--- src/rtl/tlm_avg_pkg.sv ---
package tlm_avg_pkg;

  typedef enum logic {
    DIV_IDLE = 1'b0,
    DIV_RUN  = 1'b1
  } div_state_e;

  function automatic int sum_width(input int smp_w, input int max_smp);
    return smp_w + $clog2(max_smp + 1);
  endfunction

  function automatic int cnt_width(input int max_smp);
    return $clog2(max_smp + 1);
  endfunction

endpackage

--- src/rtl/tlm_win_timer.sv ---
module tlm_win_timer #(
  parameter int WIN_CYCLES = 1250000
) (
  input  logic clk,
  input  logic rst_n,
  output logic win_end
);

  localparam int TW = (WIN_CYCLES > 1) ? $clog2(WIN_CYCLES) : 1;
  localparam logic [TW-1:0] LAST = TW'(WIN_CYCLES - 1);

  logic [TW-1:0] cnt_q;
  logic [TW-1:0] cnt_d;

  always_comb begin
    if (cnt_q == LAST) cnt_d = '0;
    else               cnt_d = cnt_q + 1'b1;
  end

  always_ff @(posedge clk or negedge rst_n) begin
    if (!rst_n) cnt_q <= '0;
    else        cnt_q <= cnt_d;
  end

  assign win_end = (cnt_q == LAST);

  AST_WIN_SINGLE: assert property (@(posedge clk) disable iff (!rst_n)
    win_end |=> !win_end);

endmodule

--- src/rtl/tlm_chan_accum.sv ---
module tlm_chan_accum #(
  parameter int SMP_W       = 12,
  parameter int MAX_SAMPLES = 16384,
  parameter int SUM_W       = 27,
  parameter int CNT_W       = 15
) (
  input  logic             clk,
  input  logic             rst_n,
  input  logic             win_end,
  input  logic             smp_vld,
  input  logic [SMP_W-1:0] smp_data,
  output logic [SUM_W-1:0] tot_sum,
  output logic [CNT_W-1:0] tot_cnt
);

  logic [SUM_W-1:0] acc_q, acc_d;
  logic [CNT_W-1:0] num_q, num_d;
  logic [SUM_W-1:0] addend;

  assign addend  = smp_vld ? {{(SUM_W-SMP_W){1'b0}}, smp_data} : '0;
  assign tot_sum = acc_q + addend;
  assign tot_cnt = num_q + CNT_W'(smp_vld);

  always_comb begin
    if (win_end) begin
      acc_d = '0;
      num_d = '0;
    end else begin
      acc_d = tot_sum;
      num_d = tot_cnt;
    end
  end

  always_ff @(posedge clk or negedge rst_n) begin
    if (!rst_n) begin
      acc_q <= '0;
      num_q <= '0;
    end else begin
      acc_q <= acc_d;
      num_q <= num_d;
    end
  end

  AST_NO_OVERFLOW: assert property (@(posedge clk) disable iff (!rst_n)
    smp_vld |-> (num_q < CNT_W'(MAX_SAMPLES)));

endmodule

--- src/rtl/tlm_seq_div.sv ---
module tlm_seq_div
  import tlm_avg_pkg::*;
#(
  parameter int SMP_W = 12,
  parameter int SUM_W = 27,
  parameter int CNT_W = 15
) (
  input  logic             clk,
  input  logic             rst_n,
  input  logic             start,
  input  logic [SUM_W-1:0] dividend,
  input  logic [CNT_W-1:0] divisor,
  output logic [SMP_W-1:0] res,
  output logic             upd
);

  localparam int IW = $clog2(SUM_W);

  div_state_e       st_q, st_d;
  logic [IW-1:0]    idx_q, idx_d;
  logic [CNT_W-1:0] rem_q, rem_d;
  logic [SUM_W-1:0] quo_q, quo_d;
  logic [CNT_W-1:0] dvs_q, dvs_d;
  logic [SMP_W-1:0] res_q, res_d;
  logic             upd_q, upd_d;

  logic [CNT_W:0]   trial;
  logic             ge;
  logic [CNT_W-1:0] rem_step;
  logic [SUM_W-1:0] quo_step;
  logic [CNT_W:0]   diff;

  assign trial    = {rem_q, quo_q[SUM_W-1]};
  assign ge       = (trial >= {1'b0, dvs_q});
  assign diff     = trial - {1'b0, dvs_q};
  assign rem_step = ge ? diff[CNT_W-1:0] : trial[CNT_W-1:0];
  assign quo_step = {quo_q[SUM_W-2:0], ge};

  always_comb begin
    st_d  = st_q;
    idx_d = idx_q;
    rem_d = rem_q;
    quo_d = quo_q;
    dvs_d = dvs_q;
    res_d = res_q;
    upd_d = 1'b0;
    if (start) begin
      st_d  = DIV_RUN;
      idx_d = IW'(SUM_W - 1);
      rem_d = '0;
      quo_d = dividend;
      dvs_d = divisor;
    end else if (st_q == DIV_RUN) begin
      rem_d = rem_step;
      quo_d = quo_step;
      if (idx_q == '0) begin
        st_d  = DIV_IDLE;
        res_d = quo_step[SMP_W-1:0];
        upd_d = 1'b1;
      end else begin
        idx_d = idx_q - 1'b1;
      end
    end
  end

  always_ff @(posedge clk or negedge rst_n) begin
    if (!rst_n) begin
      st_q  <= DIV_IDLE;
      idx_q <= '0;
      rem_q <= '0;
      quo_q <= '0;
      dvs_q <= '0;
      res_q <= '0;
      upd_q <= 1'b0;
    end else begin
      st_q  <= st_d;
      idx_q <= idx_d;
      rem_q <= rem_d;
      quo_q <= quo_d;
      dvs_q <= dvs_d;
      res_q <= res_d;
      upd_q <= upd_d;
    end
  end

  assign res = res_q;
  assign upd = upd_q;

  AST_DIV_FREE: assert property (@(posedge clk) disable iff (!rst_n)
    start |-> (st_q == DIV_IDLE));

  AST_QUOT_FITS: assert property (@(posedge clk) disable iff (!rst_n)
    (st_q == DIV_RUN && idx_q == '0 && !start) |-> (quo_step[SUM_W-1:SMP_W] == '0));

  AST_HOLD_RES: assert property (@(posedge clk) disable iff (!rst_n)
    !upd_q |-> $stable(res_q));

  AST_UPD_PULSE: assert property (@(posedge clk) disable iff (!rst_n)
    upd_q |=> !upd_q);

endmodule

--- src/rtl/tlm_window_avg.sv ---
module tlm_window_avg
  import tlm_avg_pkg::*;
#(
  parameter int          NUM_CH      = 3,
  parameter int          SMP_W       = 12,
  parameter int          WIN_CYCLES  = 1250000,
  parameter int          MAX_SAMPLES = 16384,
  parameter int          ADDR_W      = 8,
  parameter int          BASE_ADDR   = 'h15
) (
  input  logic                    clk,
  input  logic                    rst_n,
  input  logic [NUM_CH-1:0]       smp_vld,
  input  logic [NUM_CH*SMP_W-1:0] smp_data,
  input  logic [ADDR_W-1:0]       rd_addr,
  output logic [SMP_W-1:0]        rd_data,
  output logic [NUM_CH-1:0]       upd
);

  localparam int SUM_W = sum_width(SMP_W, MAX_SAMPLES);
  localparam int CNT_W = cnt_width(MAX_SAMPLES);

  logic rs1_q, rs2_q;
  logic rst_int_n;

  always_ff @(posedge clk or negedge rst_n) begin
    if (!rst_n) begin
      rs1_q <= 1'b0;
      rs2_q <= 1'b0;
    end else begin
      rs1_q <= 1'b1;
      rs2_q <= rs1_q;
    end
  end

  assign rst_int_n = rs2_q;

  logic win_end;

  tlm_win_timer #(
    .WIN_CYCLES(WIN_CYCLES)
  ) u_timer (
    .clk    (clk),
    .rst_n  (rst_int_n),
    .win_end(win_end)
  );

  logic [SMP_W-1:0] res [NUM_CH];

  for (genvar c = 0; c < NUM_CH; c++) begin : g_ch
    logic [SUM_W-1:0] tot_sum;
    logic [CNT_W-1:0] tot_cnt;
    logic             div_go;

    tlm_chan_accum #(
      .SMP_W      (SMP_W),
      .MAX_SAMPLES(MAX_SAMPLES),
      .SUM_W      (SUM_W),
      .CNT_W      (CNT_W)
    ) u_acc (
      .clk     (clk),
      .rst_n   (rst_int_n),
      .win_end (win_end),
      .smp_vld (smp_vld[c]),
      .smp_data(smp_data[c*SMP_W +: SMP_W]),
      .tot_sum (tot_sum),
      .tot_cnt (tot_cnt)
    );

    assign div_go = win_end && (tot_cnt != '0);

    tlm_seq_div #(
      .SMP_W(SMP_W),
      .SUM_W(SUM_W),
      .CNT_W(CNT_W)
    ) u_div (
      .clk     (clk),
      .rst_n   (rst_int_n),
      .start   (div_go),
      .dividend(tot_sum),
      .divisor (tot_cnt),
      .res     (res[c]),
      .upd     (upd[c])
    );

    AST_EMPTY_QUIET: assert property (@(posedge clk) disable iff (!rst_int_n)
      (win_end && tot_cnt == '0) |=> !upd[c]);
  end

  always_comb begin
    rd_data = '0;
    for (int c = 0; c < NUM_CH; c++) begin
      if (rd_addr == ADDR_W'(BASE_ADDR + c)) rd_data = res[c];
    end
  end

endmodule

--- config.mk ---
export PLATFORM = sky130hd
export DESIGN_NAME = tlm_window_avg
export DESIGN_NICKNAME = d
export VERILOG_FILES = /design/src/rtl/tlm_avg_pkg.sv /design/src/rtl/tlm_win_timer.sv /design/src/rtl/tlm_chan_accum.sv /design/src/rtl/tlm_seq_div.sv /design/src/rtl/tlm_window_avg.sv
export SDC_FILE = /design/constraint.sdc
export NUM_CORES = 1
export LEC_CHECK = 0
export CAP_MARGIN = 5
export CORE_ASPECT_RATIO = 1.4
export CORE_MARGIN = 2
export CORE_UTILIZATION = 42
export CTS_BUF_LIST = sky130_fd_sc_hd__clkbuf_4
export CTS_CLUSTER_DIAMETER = 60
export DETAILED_ROUTE_END_ITERATION = 8
export DONT_BUFFER_PORTS = 1
export PLACE_DENSITY = 0.64
export SYNTH_ARGS = -nofsm -noshare
export SYNTH_HDL_FRONTEND = slang
export SYNTH_SLANG_ARGS = --single-unit
--- constraint.sdc ---
create_clock -name clk -period 11.6 [get_ports clk]
set_input_delay 3.48 -clock clk [delete_from_list [all_inputs] [get_ports clk]]
set_output_delay 3.48 -clock clk [all_outputs]
set_load 0.01 [all_outputs]
==> out/qor.csv, run 1 <==
stage,metric,value,unit
detailed_routing,wl_per_cell,16.1,um
timing,slew_viol_final,0,
grt,grt_pass1_vias,16106,
power_and_ir_drop,leakage,9.62,nW
yosys,syn_inst,2170,
timing,worst_pin_slew,1.14,ns
clocking,path_clk_slew,0.07,ns
critical_path,reg2reg_slack,7.79,ns
power_and_ir_drop,power.density,150,nW/um^2
detailed_routing,drt_iter0_drc,708,
timing,whs,0.350,ns
timing,setup_violations,0,
yosys,synth_edf_count,0,
min_path,min_from,rs1_q,
layout,multi_input_area,10700,um^2
grt,grt_max_degree,168,
grt,overflow,0,
timing,finalCriticalPeriod,8.06,ns
grt,antenna_found_initial,7,
placement,place_hpwl,31900,um
floorplan,die-area,51500,um^2
critical_path,startpoint_type,input pin,
timing,slew_headroom,24.0,%
critical_path,critPathMaxFanout,13,
clocking,htreeDepth,3,
timing,setup-tns-final,0,ns
clocking,cts_root_buf,clkbuf_4,
placement,dp_slack,3.57,ns
clocking,hold_buffers,0,
power_and_ir_drop,total_power,3.37,mW
layout,area_growth,7.79,%
yosys,syn-num-nets,2319,
clocking,max-clock-path-buffers,3,
detailed_routing,routed_wl,46300,um
yosys,ys_warn_count,0,
detailed_routing,drcViolationCount,0,
detailed_routing,vias,15597,
layout,final_common_cell,dfrtp_1,
yosys,ys.flop_type,dfrtp_1,
floorplan,fp-row-count,96,
critical_path,cpLargestDelayFamily,simple AND/OR/NAND/NOR gates,
critical_path,max_stage_delay,0.63,ns
critical_path,r2r-start,g_ch[0].u_acc.num_q[0],
clocking,worstSkewPairLatency,0.84,ns
min_path,worstHoldPathCells,0,
yosys,syn_area_per_cell,9.61,um^2
detailed_routing,final_antenna_net_count,0,
critical_path,cp-end-kind,primary output,
critical_path,worstRegToRegCells,10,
layout,nFillCells,4710,
floorplan,fp.dieH,268,um
power_and_ir_drop,ir_worst_vdd,0.110,mV
timing,fin_skew,0.0855,ns
floorplan,design.core.area,49000,um^2
clocking,clock-sinks,377,
grt,grt_pass1_wl,78400,um
critical_path,cp.arrival,4.58,ns
critical_path,critPathSlowestCell,nor2b_1,
critical_path,r2r-end,g_ch[0].u_div.res[3],
critical_path,path_class,in2out,
placement,port_buffers,0,
detailed_routing,firstDrtPassIters,5,
min_path,hold_path_end,rs2_q,
layout,final_util,45.8,%
yosys,ys_async_sr_fraction,100,%
yosys,synth-seq-cells,377,
timing,finalHoldViolations,0,
critical_path,worstPathRequired,8.12,ns
timing,finalCritPeriodShare,69.5,%
layout,layout_common_cells,"373 x dfrtp_1, 252 x nor2_1, 179 x nand2_1",
grt,grt.total_usage,18.8,%
layout,drive_gt1_share,10.7,%
floorplan,ioPinCount,64,
detailed_routing,via_per_inst,5.42,
clocking,cts_buffers,94,
yosys,ys_seq_area_share,45.3,%
floorplan,dieWidth,192,um
floorplan,initial_core_util,42.5,%
critical_path,critPathBufInv,0,
clocking,postCtsSetupBuffers,0,
yosys,synth_cell_types,66,
status,outcome,"finished, final reports clean",
clocking,cts_tree,yes,
layout,nets,2321,
run,max_cap_violations,0,
timing,clock.fmax,124,MHz
layout,seq_area,9440,um^2
timing,worst_slack,3.54,ns
critical_path,cp_cell_sequence,nor2b_1 > a22oi_1 > nor2_1,
yosys,synth.cell_area,20800,um^2
placement,gp_congestion,0.842,
timing,rsz0062_at_grt,false,
min_path,worstHoldPathType,reg2reg,
clocking,cts_resized,0,
==> area by class of cell <==
| type | count | share of cell area (%) |
|---|---|---|
| clock buffers | 123 | 4.11 |
| clock inverters | 37 | 0.908 |
| diodes | 4 | 0.0446 |
| repair buffers | 12 | 0.512 |
| well taps | 637 | 3.55 |
| flip-flops and latches | 377 | 42.0 |
| inverters | 80 | 1.34 |
| multi-input cells | 1607 | 47.5 |
==> layer usage <==
metal	track usage (%)	up-vias	wire (um)
met5	0	-	33
met4	11.3	6	2300
met3	4.13	122	2020
met2	32.4	280	23600
met1	21.1	7540	18400
li1	-	7649	-
==> metrics by stage <==
step,instances,cell area (um^2)
6_report,2877,22500
5_1_grt,2875,22500
4_1_cts,2873,22500
3_5_place_dp,2713,21300
3_3_place_gp,2713,21300
2_1_floorplan,2170,20800
==> how the worst max path moves through the flow <==
stage	from	endpoint	slack (ns)	cells after the start
CTS	rd_addr[1]	rd_data[2]	3.57	3
detailed placement	rd_addr[1]	rd_data[2]	3.57	3
floorplan	rs2_q	g_ch[0].u_acc.acc_q[0]	0.31	0
global route	rd_addr[1]	rd_data[2]	3.41	3
finish	rd_addr[1]	rd_data[2]	3.54	3
global placement	rd_addr[1]	rd_data[9]	3.72	3
==> Yosys cell counts, types with 9 or more instances <==
library cell    n  area share (%)
a211oi_1       57             2.1
a21o_1         21            0.76
a21oi_1       127             3.0
a22oi_1        12            0.43
a31oi_1        16            0.48
and2_1         47             1.4
and3_1         23            0.69
buf_1           9            0.16
buf_2          20            0.48
clkbuf_1       72             1.3
dfrtp_1       377              45
ha_1           94             5.6
inv_1          80             1.4
mux2_1         17            0.92
mux2_2         79             4.3
mux2i_1        37             1.8
nand2_1       179             3.2
nand2b_1       12            0.36
nand3_1        59             1.4
nand4_1        29            0.87
nor2_1        252             4.5
nor2b_1        50             1.5
nor3_1         38            0.91
nor4_1         13            0.39
nor4b_1         9            0.38
o211ai_1       14            0.50
o21ai_0       134             3.2
o31ai_1         9            0.32
xnor2_1        93             3.9
xor2_1         83             3.5
==> logic make-up after synthesis <==
kind of cell / Yosys count / share of synthesized area [%]
buffers and inverters: 186 / 3.58
xor gates and xnor gates: 176 / 7.40
DFF: 377 / 45.3
muxes: 133 / 6.96
adders and majority gates: 100 / 6.22
and+or+nand+nor: 745 / 17.0
other: 1 / 0.0180
AOI/OAI and AO/OA: 452 / 13.6
==> where the power goes <==
| part | internal (mW) | total [mW] | switching [mW] |
|---|---|---|---|
| Sequential | 1.45 | 1.56 | 0.111 |
| Combinational | 0.289 | 0.733 | 0.445 |
| Clock | 0.538 | 1.08 | 0.544 |
==> state kept, by name, summed over array words and instances (netlist names) <==
register,count
g_ch.u_div.quo_q,81
g_ch.u_div.st_q,3
rs1_q,1
g_ch.u_div.idx_q,15
rs2_q,1
g_ch.u_div.rem_q,45
g_ch.u_div.dvs_q,45
u_timer.cnt_q,21
g_ch.u_div.res,36
g_ch.u_acc.num_q,45
g_ch.u_div.upd,3
g_ch.u_acc.acc_q,81
Note: power is estimated with default switching activity, not from simulation.
==> run 2, diff against run 1 <==
--- a/config.mk
+++ b/config.mk
@@ -5,6 +5,7 @@
 export SDC_FILE = /design/constraint.sdc
 export NUM_CORES = 1
 export LEC_CHECK = 0
+export ABC_AREA = 1
 export CAP_MARGIN = 5
 export CORE_ASPECT_RATIO = 1.4
 export CORE_MARGIN = 2
==> constraint.sdc (replaced) <==
create_clock -name clk -period 7.2 [get_ports clk]
set_input_delay 2.16 -clock clk [delete_from_list [all_inputs] [get_ports clk]]
set_output_delay 2.16 -clock clk [all_outputs]
set_load 0.01 [all_outputs]
==> run 2 against run 1 <==
Against the previous run: clock skew fell by 0.034 ns; first-iteration DRC count grew 62%; critical path depth grew 3; design area rose by 11%; synthesized cell count increased by 50%; sequential power up 62%; utilization about the same; clock power up 72%; sequential share of layout area is 4.2 points lower; count of clock-buffer cells in the layout is 15 higher; routed wire length rose by 30%; combinational power rose by 110%.
==> out/qor.csv, run 2 <==
stage,metric,value,unit
clocking,cts_tree,yes,
critical_path,cp-end-kind,primary output,
clocking,hold_buffers,0,
yosys,ys_seq_area_share,40.8,%
yosys,syn_area_per_cell,7.13,um^2
timing,slew_viol_final,0,
timing,clock.fmax,171,MHz
timing,setup-tns-final,0,ns
detailed_routing,drt_iter0_drc,1145,
placement,place_hpwl,44100,um
layout,reg.largest.list,"g_ch.u_acc.acc_q (81), g_ch.u_div.quo_q (81)",
layout,area_growth,7.66,%
clocking,path_clk_slew,0.07,ns
floorplan,die-area,57000,um^2
layout,nets,3402,
layout,fin_cells,4055,
power_and_ir_drop,ir_worst_vdd,0.207,mV
floorplan,initial_core_util,42.6,%
grt,grt_util_met1,25.8,%
critical_path,path_class,in2out,
layout,final_common_cell,nand2_1,
layout,layout_common_cells,"887 x nand2_1, 511 x nand3_1, 410 x inv_1",
floorplan,ioPinCount,64,
timing,rsz0062_at_grt,false,
grt,overflow,0,
layout,drive_gt1_share,6.37,%
clocking,max-clock-path-buffers,3,
grt,grtUsageMet3,4.26,%
clocking,cts_root_buf,clkbuf_4,
timing,finalCritPeriodShare,81.3,%
yosys,synth_edf_count,0,
critical_path,startpoint_type,input pin,
detailed_routing,routed_wl,60000,um
status,outcome,"finished, final reports clean",
floorplan,fp-row-count,101,
clocking,worstSkewPairLatency,0.84,ns
run,max_cap_violations,0,
grt,antenna_found_initial,10,
timing,fin_skew,0.0520,ns
yosys,ys.flop_type,dfrtp_1,
yosys,syn_inst,3246,
floorplan,fp.dieH,282,um
placement,dp_cells,3878,
yosys,synth_area_leaders,"dfrtp_1 41%, nand2_1 14%, nand3_1 11%",
clocking,cts_buffers,94,
grt,grt_max_degree,75,
yosys,syn-num-nets,3395,
clocking,clock-sinks,377,
yosys,synth_commonest_cells,"888 x nand2_1, 511 x nand3_1, 410 x inv_1",
layout,final_util,45.9,%
clocking,cts_resized,0,
yosys,synth-seq-cells,377,
detailed_routing,firstDrtPassIters,6,
critical_path,cp.arrival,3.69,ns
critical_path,worstPathRequired,5.04,ns
min_path,worstHoldPathType,reg2reg,
floorplan,design.core.area,54300,um^2
critical_path,critPathMaxFanout,13,
timing,setup_violations,0,
detailed_routing,via_per_inst,5.11,
timing,worst_slack,1.35,ns
detailed_routing,wl_per_cell,14.8,um
yosys,synth_cell_types,39,
placement,gp_congestion,0.928,
clocking,postCtsSetupBuffers,0,
detailed_routing,final_antenna_net_count,0,
detailed_routing,drcViolationCount,0,
placement,port_buffers,0,
power_and_ir_drop,power.density,237,nW/um^2
yosys,synth_most_common_cell,nand2_1,
clocking,htreeDepth,3,
floorplan,dieWidth,202,um
power_and_ir_drop,leakage,12.8,nW
timing,finalCriticalPeriod,5.85,ns
timing,worst_pin_slew,1.01,ns
placement,dp_slack,1.38,ns
detailed_routing,vias,20716,
yosys,synth_top_cell_by_area,dfrtp_1,
grt,busiest_layer,met2,
yosys,ys_warn_count,0,
grt,grt_pass1_vias,20383,
grt,grt.total_usage,21.5,%
timing,finalHoldViolations,0,
grt,grt_pass1_wl,100000,um
grt,use_met2,37.6,%
yosys,synth.cell_area,23100,um^2
timing,slew_headroom,32.7,%
timing,whs,0.346,ns
yosys,ys_async_sr_fraction,100,%
yosys,yosysTopAreaCellShare,40.8,%
[run 2: changes by cell type in the layout (fill, tap and decap cells not counted), moves of 29 or more]
cell | previous run | this run
a211oi_1 | 57 | 0
nor2_1 | 252 | 292
o21ai_1 | 1 | 30
nand4_1 | 29 | 59
xnor2_1 | 93 | 30
nand3_1 | 59 | 511
nor2b_1 | 50 | 0
inv_1 | 80 | 410
a21oi_1 | 127 | 97
mux2_2 | 79 | 0
nand2_1 | 179 | 887
mux2i_1 | 37 | 0
xor2_1 | 83 | 46
and2_1 | 47 | 3
[run 2: stage by stage]
stage	power [mW]	instance area, um^2
final	5.91	24900
after global routing	6.35	24900
after CTS	5.98	24900
after detailed placement	4.08	23700
after global placement	4.06	23700
after floorplan	3.68	23200
[run 2: logic make-up (layout without fill, tap and decap cells)]
| kind of cell | Yosys count | count (layout) | synth area share (%) |
|---|---|---|---|
| fa+ha+maj | 100 | 100 | 5.60 |
| xor+xnor | 76 | 76 | 2.88 |
| compound gates | 308 | 308 | 6.89 |
| flops | 377 | 377 | 40.8 |
| simple gates | 1850 | 1850 | 34.6 |
| other cells | 1 | 7 | 0.0162 |
| buf+inv | 534 | 616 | 9.30 |
[run 2: power by group]
group,switching (mW),internal [mW]
Clock,0.905,0.951
Sequential,0.168,2.35
Combinational,1.03,0.501
Total,2.10,3.80
[run 2: routing by layer]
layer	vias to the layer above	part of all wire, %
met5	-	0.077
met4	8	3.0
met3	121	5.3
met2	405	49
met1	9650	43
li1	10532	-
[run 2: final cells by class]
class / count / area (um^2)
Clock buffer: 138 / 1040
Multi-Input combinational cell: 2335 / 11600
Sequential cell: 377 / 9440
Timing Repair Buffer: 26 / 195
Inverter: 419 / 1570
Antenna cell: 6 / 15.0
Tap cell: 721 / 902
Clock inverter: 33 / 186
Fill cell: 5639 / 29400
[run 2: worst paths after layout]
kind | endpoint | slack (ns) | cells past startpoint | start
setup reg to reg | g_ch[2].u_div.rem_q[10] | 3.46 | 10 | u_timer.cnt_q[0]
setup / recovery | rd_data[6] | 1.35 | 6 | rd_addr[3]
min in group asynchronous | g_ch[0].u_acc.acc_q[6] | 0.43 | 0 | rs2_q
hold reg to reg | rs2_q | 0.35 | 0 | rs1_q
max in group asynchronous | g_ch[1].u_div.st_q | 5.25 | 1 | rs2_q
hold / removal | rs2_q | 0.35 | 0 | rs1_q
[run 2: critical path, cell delays in order]
cell and delay [ns]:
inv_1 0.03, nand2_1 0.22, nor2_1 0.66, nand3_1 0.25, o21ai_0 0.26, inv_1 0.11
==> run 3, diff against run 2 <==
--- a/config.mk
+++ b/config.mk
@@ -5,7 +5,7 @@
 export SDC_FILE = /design/constraint.sdc
 export NUM_CORES = 1
 export LEC_CHECK = 0
-export ABC_AREA = 1
+export ABC_AREA = 0
 export CAP_MARGIN = 5
 export CORE_ASPECT_RATIO = 1.4
 export CORE_MARGIN = 2
@@ -14,7 +14,7 @@
 export CTS_CLUSTER_DIAMETER = 60
 export DETAILED_ROUTE_END_ITERATION = 8
 export DONT_BUFFER_PORTS = 1
-export PLACE_DENSITY = 0.64
+export PLACE_DENSITY = 0.61
 export SYNTH_ARGS = -nofsm -noshare
 export SYNTH_HDL_FRONTEND = slang
 export SYNTH_SLANG_ARGS = --single-unit
==> constraint.sdc (replaced) <==
create_clock -name clk -period 6 [get_ports clk]
set_input_delay 1.8 -clock clk [delete_from_list [all_inputs] [get_ports clk]]
set_output_delay 1.8 -clock clk [all_outputs]
set_load 0.01 [all_outputs]
==> run 3 against run 2 <==
Against the previous run: register-to-register slack worse by 0.99 ns; die area decreased by 9.8%; flip-flop and latch count unchanged; highest routed layer unchanged.
==> out/qor.csv, run 3 (synthesis gave the netlist of run 1 again) <==
stage,metric,value,unit
grt,grt.total_usage,19.1,%
placement,gp_congestion,0.846,
detailed_routing,wl_per_cell,16.5,um
clocking,clock-sinks,377,
timing,finalCritPeriodShare,80.7,%
clocking,cts_tree,yes,
layout,drive_gt1_share,11.4,%
detailed_routing,drt_iter0_drc,763,
clocking,cts_buffers,97,
layout,nFillCells,4714,
timing,slew_headroom,26.2,%
timing,rsz0062_at_grt,false,
clocking,cts_resized,0,
floorplan,ioPinCount,64,
critical_path,cp.arrival,3.04,ns
timing,worst_pin_slew,1.11,ns
detailed_routing,firstDrtPassIters,7,
timing,slew_viol_final,0,
run,max_cap_violations,0,
detailed_routing,vias,15630,
timing,setup-tns-final,0,ns
detailed_routing,final_antenna_net_count,0,
status,outcome,"finished, final reports clean",
grt,grt_max_degree,176,
clocking,htreeDepth,3,
floorplan,fp-row-count,96,
timing,fin_skew,0.0788,ns
layout,final_common_cell,dfrtp_1,
clocking,worstSkewPairLatency,0.86,ns
clocking,hold_buffers,0,
detailed_routing,via_per_inst,5.42,
timing,clock.fmax,207,MHz
timing,finalCriticalPeriod,4.84,ns
critical_path,critPathMaxFanout,12,
layout,area_growth,8.21,%
placement,dpl-instance-area,21400,um^2
clocking,cts_root_buf,clkbuf_4,
floorplan,design.core.area,49000,um^2
clocking,postCtsSetupBuffers,0,
floorplan,initial_core_util,42.5,%
timing,finalHoldViolations,0,
layout,layout_common_cells,"373 x dfrtp_1, 252 x nor2_1, 179 x nand2_1",
floorplan,dieWidth,192,um
power_and_ir_drop,power.density,295,nW/um^2
clocking,path_clk_slew,0.07,ns
min_path,worstHoldPathType,reg2async,
critical_path,path_class,in2out,
placement,port_buffers,0,
layout,nets,2325,
clocking,max-clock-path-buffers,3,
layout,fin_cells,2884,
detailed_routing,drcViolationCount,0,
timing,setup_violations,0,
grt,overflow,0,
layout,reg.largest.list,"g_ch.u_acc.acc_q (81), g_ch.u_div.quo_q (81)",
grt,grt_pass1_wl,79000,um
detailed_routing,routed_wl,47700,um
power_and_ir_drop,ir_worst_vdd,0.174,mV
grt,grt_pass1_vias,15822,
critical_path,startpoint_type,input pin,
layout,final_util,46.0,%
floorplan,die-area,51500,um^2
critical_path,cp-end-kind,primary output,
grt,antenna_found_initial,4,
placement,place_hpwl,32700,um
floorplan,fp.dieH,268,um
critical_path,worstPathRequired,4.20,ns
placement,dp_cells,2714,
layout,design_area,22600,um^2
power_and_ir_drop,leakage,9.68,nW
## run 3: changes by cell type in the layout (fill, tap and decap cells not counted), sizes merged, moves of 37 or more
cell	change
a211oi	+57
and2	+45
inv	-334
mux2	+96
mux2i	+37
nand2	-719
nand3	-454
nor2	-47
nor2b	+50
o21ai	-54
xnor2	+63
xor2	+37
## run 3: cell type report
type	count	area, um^2	area share, %
antenna	2	5.00	0.0222
clock buffer	133	998	4.43
clock inverter	35	190	0.843
inverter	80	300	1.33
multi-input combinational	1607	10700	47.3
sequential	377	9440	41.9
tap	637	797	3.53
timing repair buffer	13	148	0.655
## run 3: per-stage QoR
stage / setup WS, ns / hold WS (ns) / total power, mW
final: 1.16 / 0.243 / 6.66
after floorplan: 1.50 / 0.331 / 4.14
after global routing: 1.08 / 0.282 / 7.12
after CTS: 1.17 / 0.267 / 6.77
after detailed placement: 1.01 / 0.277 / 4.53
after global placement: 1.12 / 0.278 / 4.48
## run 3: final timing paths
kind / start / endpoint / slack, ns / cells past startpoint
max in group asynchronous: rs2_q / g_ch[0].u_div.st_q / 4.41 / 1
worst min-delay path: rs2_q / g_ch[2].u_acc.acc_q[22] / 0.24 / 0
worst max-delay path: rd_addr[7] / rd_data[7] / 1.16 / 3
worst max register to register: g_ch[1].u_acc.num_q[0] / g_ch[1].u_div.rem_q[9] / 2.47 / 10
min in group clk: rs1_q / rs2_q / 0.35 / 0
worst min register to register: rs2_q / g_ch[2].u_acc.acc_q[22] / 0.24 / 0
## run 3: worst max-delay path, stage by stage
cell and delay, ns:
nor4b_1 0.27, nand3b_1 0.56, nor2_1 0.41
## run 3: layer usage
layer	wire [um]	share of wire [%]	track usage (%)
met1	19400	41	21.9
met2	24300	51	33.7
met3	1980	4.2	3.91
met4	1990	4.2	9.49
met5	13	0.027	0
## run 3: where the power goes
group	total, mW	internal (mW)	switching (mW)
registers	3.01	2.80	0.208
logic	1.47	0.563	0.907
clock network	2.18	1.08	1.10
total	6.66	4.44	2.22
